==> config.mk <==
export PLATFORM = sky130hd
export DESIGN_NAME = sadma_chan
export DESIGN_NICKNAME = d
export VERILOG_FILES = /design/src/rtl/sadma_pkg.sv /design/src/rtl/sadma_ctl.sv /design/src/rtl/sadma_agen.sv /design/src/rtl/sadma_seq.sv /design/src/rtl/sadma_chan.sv
export SDC_FILE = /design/constraint.sdc
export NUM_CORES = 1
export LEC_CHECK = 0
export CAP_MARGIN = 20
export CORE_MARGIN = 4
export CORE_UTILIZATION = 54
export CTS_CLUSTER_SIZE = 30
export DETAILED_ROUTE_END_ITERATION = 7
export PLACE_DENSITY = 0.91
export SYNTH_ARGS = -nofsm -noshare
export SYNTH_HDL_FRONTEND = slang
export SYNTH_SLANG_ARGS = --single-unit
==> constraint.sdc <==
create_clock -name clk -period 6.2 [get_ports clk]
set_clock_uncertainty 0.2 [all_clocks]
set_input_delay 0.62 -clock clk [delete_from_list [all_inputs] [get_ports clk]]
set_output_delay 0.62 -clock clk [all_outputs]
set_load 0.1 [all_outputs]
==> src/rtl/sadma_pkg.sv <==
package sadma_pkg;
   typedef enum logic [1:0] {
      ST_IDLE = 2'd0,
      ST_REQ  = 2'd1,
      ST_ACC  = 2'd2,
      ST_DEAD = 2'd3
   } seq_st_t;
endpackage

==> src/rtl/sadma_ctl.sv <==
// Holds the transfer count, the enable flag and the run options.
module sadma_ctl #(
   parameter int CW = 8
) (
   input  logic          clk,
   input  logic          rst_n,
   input  logic          arm_i,
   input  logic [CW-1:0] cnt_i,
   input  logic          word_i,
   input  logic          tend_en_i,
   input  logic          done_i,
   output logic          en_o,
   output logic          last_o,
   output logic          word_o,
   output logic          tend_en_o
);
   logic [CW-1:0] cnt_q;
   logic          en_q;
   logic          word_q;
   logic          ten_q;

   always_ff @(posedge clk) begin
      if (!rst_n) begin
         cnt_q  <= '0;
         en_q   <= 1'b0;
         word_q <= 1'b0;
         ten_q  <= 1'b0;
      end else if (arm_i) begin
         cnt_q  <= cnt_i;
         en_q   <= (cnt_i != '0);
         word_q <= word_i;
         ten_q  <= tend_en_i;
      end else if (done_i && en_q) begin
         cnt_q <= cnt_q - CW'(1);
         if (cnt_q == CW'(1))
            en_q <= 1'b0;
      end
   end

   assign en_o      = en_q;
   assign last_o    = (cnt_q == CW'(1));
   assign word_o    = word_q;
   assign tend_en_o = ten_q;
endmodule

==> src/rtl/sadma_agen.sv <==
// Memory-side address: base register, per-transfer step, per-beat offset.
module sadma_agen #(
   parameter int AW        = 16,
   parameter bit WIDE_PORT = 1'b0
) (
   input  logic          clk,
   input  logic          rst_n,
   input  logic          arm_i,
   input  logic [AW-1:0] base_i,
   input  logic          incr_i,
   input  logic          word_i,
   input  logic          done_i,
   input  logic          beat_i,
   output logic [AW-1:0] addr_o
);
   logic [AW-1:0] cur_q;
   logic          inc_q;
   logic [AW-1:0] step;

   assign step = word_i ? AW'(2) : AW'(1);

   always_ff @(posedge clk) begin
      if (!rst_n) begin
         cur_q <= '0;
         inc_q <= 1'b0;
      end else if (arm_i) begin
         cur_q <= base_i;
         inc_q <= incr_i;
      end else if (done_i && inc_q) begin
         cur_q <= cur_q + step;
      end
   end

   generate
      if (WIDE_PORT) begin : g_wide
         logic unused_beat;
         assign unused_beat = beat_i;
         assign addr_o = cur_q;
      end else begin : g_narrow
         assign addr_o = cur_q + AW'(beat_i);
      end
   endgenerate
endmodule

==> src/rtl/sadma_seq.sv <==
// Bus sequencer: request, grant wait, access beats, dead state.
module sadma_seq
   import sadma_pkg::*;
#(
   parameter int ACC_STATES = 2,
   parameter bit WIDE_PORT  = 1'b0
) (
   input  logic clk,
   input  logic rst_n,
   input  logic dreq_i,
   input  logic en_i,
   input  logic last_i,
   input  logic word_i,
   input  logic gnt_i,
   output logic bus_req_o,
   output logic acc_o,
   output logic done_o,
   output logic beat_o
);
   localparam int PHW = (ACC_STATES > 1) ? $clog2(ACC_STATES) : 1;

   seq_st_t        st_q;
   logic [PHW-1:0] ph_q;
   logic           beat_q;
   logic           beat_end;
   logic           nb_last;

   assign beat_end = (ph_q == PHW'(ACC_STATES - 1));

   generate
      if (WIDE_PORT) begin : g_one_beat
         assign nb_last = 1'b1;
      end else begin : g_split_word
         assign nb_last = !word_i || beat_q;
      end
   endgenerate

   assign done_o = (st_q == ST_ACC) && beat_end && nb_last;

   always_ff @(posedge clk) begin
      if (!rst_n) begin
         st_q   <= ST_IDLE;
         ph_q   <= '0;
         beat_q <= 1'b0;
      end else begin
         unique case (st_q)
            ST_IDLE: if (dreq_i && en_i) st_q <= ST_REQ;
            ST_REQ: begin
               if (gnt_i) begin
                  st_q   <= ST_ACC;
                  ph_q   <= '0;
                  beat_q <= 1'b0;
               end
            end
            ST_ACC: begin
               if (beat_end) begin
                  ph_q <= '0;
                  if (nb_last) st_q <= last_i ? ST_DEAD : ST_IDLE;
                  else         beat_q <= 1'b1;
               end else begin
                  ph_q <= ph_q + PHW'(1);
               end
            end
            ST_DEAD: st_q <= ST_IDLE;
            default: st_q <= ST_IDLE;
         endcase
      end
   end

   assign bus_req_o = (st_q != ST_IDLE);
   assign acc_o     = (st_q == ST_ACC);
   assign beat_o    = beat_q;
endmodule

==> src/rtl/sadma_chan.sv <==
module sadma_chan #(
   parameter int AW         = 16,
   parameter int CW         = 8,
   parameter int ACC_STATES = 2,
   parameter bit WIDE_PORT  = 1'b0
) (
   input  logic          clk,
   input  logic          rst_n,
   input  logic          arm,
   input  logic [AW-1:0] arm_addr,
   input  logic [CW-1:0] arm_count,
   input  logic          arm_word,
   input  logic          arm_incr,
   input  logic          arm_tend_en,
   input  logic          dreq,
   output logic          bus_req,
   input  logic          bus_gnt,
   output logic [AW-1:0] addr,
   output logic          rd,
   output logic          dack,
   output logic          tend
);
   generate
      if (ACC_STATES < 1) begin : g_bad_states
         $error("sadma_chan: ACC_STATES must be at least 1");
      end
      if (AW < 2) begin : g_bad_aw
         $error("sadma_chan: AW must be at least 2");
      end
      if (CW < 1) begin : g_bad_cw
         $error("sadma_chan: CW must be at least 1");
      end
   endgenerate

   logic en, last, word_q, ten_q, done, acc, beat;

   sadma_ctl #(.CW(CW)) u_ctl (
      .clk(clk), .rst_n(rst_n), .arm_i(arm), .cnt_i(arm_count),
      .word_i(arm_word), .tend_en_i(arm_tend_en), .done_i(done),
      .en_o(en), .last_o(last), .word_o(word_q), .tend_en_o(ten_q)
   );

   sadma_agen #(.AW(AW), .WIDE_PORT(WIDE_PORT)) u_agen (
      .clk(clk), .rst_n(rst_n), .arm_i(arm), .base_i(arm_addr),
      .incr_i(arm_incr), .word_i(word_q), .done_i(done), .beat_i(beat),
      .addr_o(addr)
   );

   sadma_seq #(.ACC_STATES(ACC_STATES), .WIDE_PORT(WIDE_PORT)) u_seq (
      .clk(clk), .rst_n(rst_n), .dreq_i(dreq), .en_i(en), .last_i(last),
      .word_i(word_q), .gnt_i(bus_gnt), .bus_req_o(bus_req), .acc_o(acc),
      .done_o(done), .beat_o(beat)
   );

   assign dack = acc;
   assign rd   = acc;
   assign tend = acc && last && ten_q;
endmodule

==> results.py <==
metrics = {
    "worst_setup_path": {
        "cp-end-kind": "output port",
        "cpMaxStageDelayCell": "clkdlybuf4s50_1",
        "crit_chain": "ha_1, nand3_1, or3_1, nor2_1, xor2_1, clkdlybuf4s50_1",
        "startpoint_type": "flop",
        "crit_required_ns": 5.38,
        "worstPathMaxFanout": 5,
        "cp.arrival_ns": 3.01,
        "slowest_delay_ns": 1.15,
        "critPathKind": "flop to output port",
    },
    "floorplan": {
        "core_area_um2": 4000,
        "die_h_um": 72.20,
        "start_util_pct": 55.65,
        "die-area_um2": 5213,
        "io_pins": 52,
        "die_x_um": 72.20,
        "rows": 23,
    },
    "final_layout": {
        "drive_above_1_share_pct": 4.984,
        "regArea_um2": 640.6,
        "final_util_pct": 70.57,
        "nFillCells": 317,
        "fin_nets": 359,
        "multiInputGateArea_um2": 1430,
        "areaGrowthSynthToFinish_pct": 26.81,
        "n_antenna_cell": 0,
    },
    "yosys": {
        "ys_seq_elements": 32,
        "yosys.area_share.simple_pct": 29.74,
        "yosys.area.top_type": "dfxtp_1",
        "syn-cell-area_um2": 2226,
        "muxShareOfSynthArea_pct": 1.405,
        "synth_ff_type": "dfxtp_1",
        "synthArstFlopShare_pct": 0,
        "synth_top_area_share_pct": 28.78,
        "synth_fp_nets": 323,
        "synthTopCellsByArea": "dfxtp_1 29%, xnor2_1 5.1%, xor2_1 4.3%, o21ai_0 4.3%, nand3_1 3.6%",
        "avgSynthCellArea_um2": 7.838,
        "syn_inst": 284,
        "synthAdderAreaFrac_pct": 4.272,
        "synth_compound_area_share_pct": 19.39,
        "synth_xor_xnor_area_share_pct": 9.444,
        "yosysMostFrequentCell": "dfxtp_1",
        "synth_seq_area_share_pct": 28.78,
        "ys_types": 54,
        "synth_top_family_by_area": "simple AND/OR/NAND/NOR gates",
        "synth_edf_count": 0,
        "yosys_warnings": 0,
        "yosys-top-cells-count": "32 x dfxtp_1, 21 x nand2_1, 19 x o21ai_0, 16 x nand3_1",
    },
    "global_routing": {
        "overflow": 0,
        "grt_usage_pct": 24.03,
        "antenna_found_initial": 0,
        "first_global_vias": 2252,
        "grt_start_max_net_pins": 33,
        "grt_pass1_wl_mm": 9.991,
    },
    "power_and_ir_drop": {
        "power.switching_mw": 0.2240,
        "powerDensity_nw_per_um2": 230.6,
        "power.leakage_nw": 0.9838,
        "clock_power_share_pct": 34.2,
        "swShare_pct": 34.41,
        "seqPwrFrac_pct": 37.5,
        "internal_power_mw": 0.4270,
        "ir_drop_mv": 0.1510,
        "combPwrFrac_pct": 28.3,
        "power_mw": 0.6510,
    },
    "cts": {
        "ctsHoldBuffers": 0,
        "cts-resized-gates": 0,
        "clock_path_buffers": 2,
        "cts.clk_slew.worst_paths_ns": 0.07,
        "clock_sink_count": 32,
        "cts_max_level": 2,
        "insertion_delay_ns": 0.29,
        "cts_tree": "yes",
        "numCtsBuffers": 5,
        "cts-root-buf": "clkbuf_8",
        "postCtsSetupRepairBufs": 0,
    },
    "placement": {
        "place.gp.congestion": 0.8871,
        "io_buffers": 51,
        "dp.final_hpwl_mm": 4.211,
    },
    "routing": {
        "num_vias": 2299,
        "drtIter0Drc": 272,
        "drt-pass1-iter-count": 4,
        "wirelength_mm": 6.001,
        "drc": 0,
        "wl_per_cell_um": 16.18,
        "final_antenna_net_count": 0,
        "viasPerCell": 6.197,
    },
    "timing": {
        "hold_viol": 0,
        "max_freq_ghz": 0.2614,
        "finalSetupViolations": 0,
        "rsz0062_at_grt": "no",
        "maxSlewViolCount": 0,
        "relSlewSlack_pct": 34.98,
        "finalSetupTns_ns": 0,
        "finalCritPeriodShare_pct": 61.71,
        "tightest_slew_ns": 0.9722,
        "min_period_ns": 3.826,
    },
    "status": {
        "status": "finished clean",
    },
    "min_path": {
        "hp-class": "flop to flop",
    },
    "run": {
        "max_cap_violations": 0,
    },
}
-- area by class of cell --
type	count	area share, %
inverter	12	1.596
multi-input combinational	217	50.66
tap	50	2.216
clock inverter	1	1.064
timing repair buffer	52	18.35
sequential	32	22.69
clock buffer	7	3.413
-- path summary, 6_finish.rpt --
| path | slack [ns] | from | depth (start not counted) | endpoint |
|---|---|---|---|---|
| worst max-delay path | 2.37 | u_seq.beat_o$_SDFFE_PN0P_ | 6 | addr[15] |
| worst min-delay path | 0.30 | u_ctl.tend_en_o$_SDFFE_PN0P_ | 2 | u_ctl.tend_en_o$_SDFFE_PN0P_ |
| worst max register to register | 3.69 | u_ctl.word_o$_SDFFE_PN0P_ | 7 | u_agen.cur_q[8]$_SDFFE_PN0P_ |
| worst min register to register | 0.30 | u_ctl.tend_en_o$_SDFFE_PN0P_ | 2 | u_ctl.tend_en_o$_SDFFE_PN0P_ |
-- power by group through the flow --
stage,clock (mW),combinational [mW],sequential [mW]
floorplan,0,0.140,0.238
global placement,0,0.180,0.247
detailed placement,0,0.183,0.248
CTS,0.222,0.184,0.243
global route,0.231,0.195,0.247
finish,0.223,0.184,0.244
-- state kept, by name, summed over array words and instances (netlist names) --
register and cells:
u_agen.cur_q 16, u_agen.inc_q 1, u_seq.st_q 2, u_ctl.word_o 1, u_ctl.cnt_q 8, u_seq.beat_o 1, u_seq.beat_end 1, u_ctl.en_o 1
u_ctl.tend_en_o 1
-- critical path: cells and delay by family (launching register included) --
family / cells / cell delay [ns]
buffers and inverters: 1 / 1.15
AND/OR/NAND/NOR: 3 / 0.79
flip-flops: 1 / 0.41
adder cells (fa/ha/maj): 1 / 0.20
XOR/XNOR: 1 / 0.17
-- logic make-up (layout without fill, tap and decap cells) --
family / Yosys count / after routing
AND/OR/NAND/NOR: 114 / 114
adder cells (fa/ha/maj): 7 / 7
XOR/XNOR: 24 / 24
multiplexers: 3 / 3
buffers and inverters: 35 / 72
AO/OA/AOI/OAI: 69 / 69
flip-flops: 32 / 32
-- cells in the final DEF (no fill, tap or decap), types with 4 or more instances in the layout --
| cell type | instances |
|---|---|
| clkdlybuf4s50_1 | 51 |
| dfxtp_1 | 32 |
| nand2_1 | 21 |
| o21ai_0 | 19 |
| nand3_1 | 16 |
| xnor2_1 | 13 |
| a21oi_1 | 13 |
| inv_1 | 12 |
| nor2_1 | 12 |
| xor2_1 | 11 |
| a31oi_1 | 11 |
| nand4_1 | 9 |
| or3_1 | 8 |
| nor3_1 | 7 |
| and2_1 | 7 |
| clkbuf_8 | 7 |
| o22ai_1 | 6 |
| nor4_1 | 6 |
| ha_1 | 6 |
| nand2b_1 | 5 |
| a211oi_1 | 4 |
-- stage by stage --
step	hold slack (ns)	instances	instance area, µm²	worst slack (ns)
2_1_floorplan	0.2516	284	2226	2.640
3_3_place_gp	0.2721	363	2696	2.806
3_5_place_dp	0.2897	363	2696	2.688
4_1_cts	0.3032	371	2823	2.363
5_1_grt	0.3298	371	2823	2.225
6_report	0.2994	371	2823	2.374
-- layer usage --
metal | up-vias | GRT usage (%) | part of all wire [%]
met1 | 1053 | 28.93 | 40
met3 | 16 | 4.432 | 9.1
met2 | 117 | 41.56 | 49
li1 | 1113 | - | -
met5 | - | 0 | 0
met4 | 0 | 10.44 | 1.9
(Power assumes the default switching activity.)
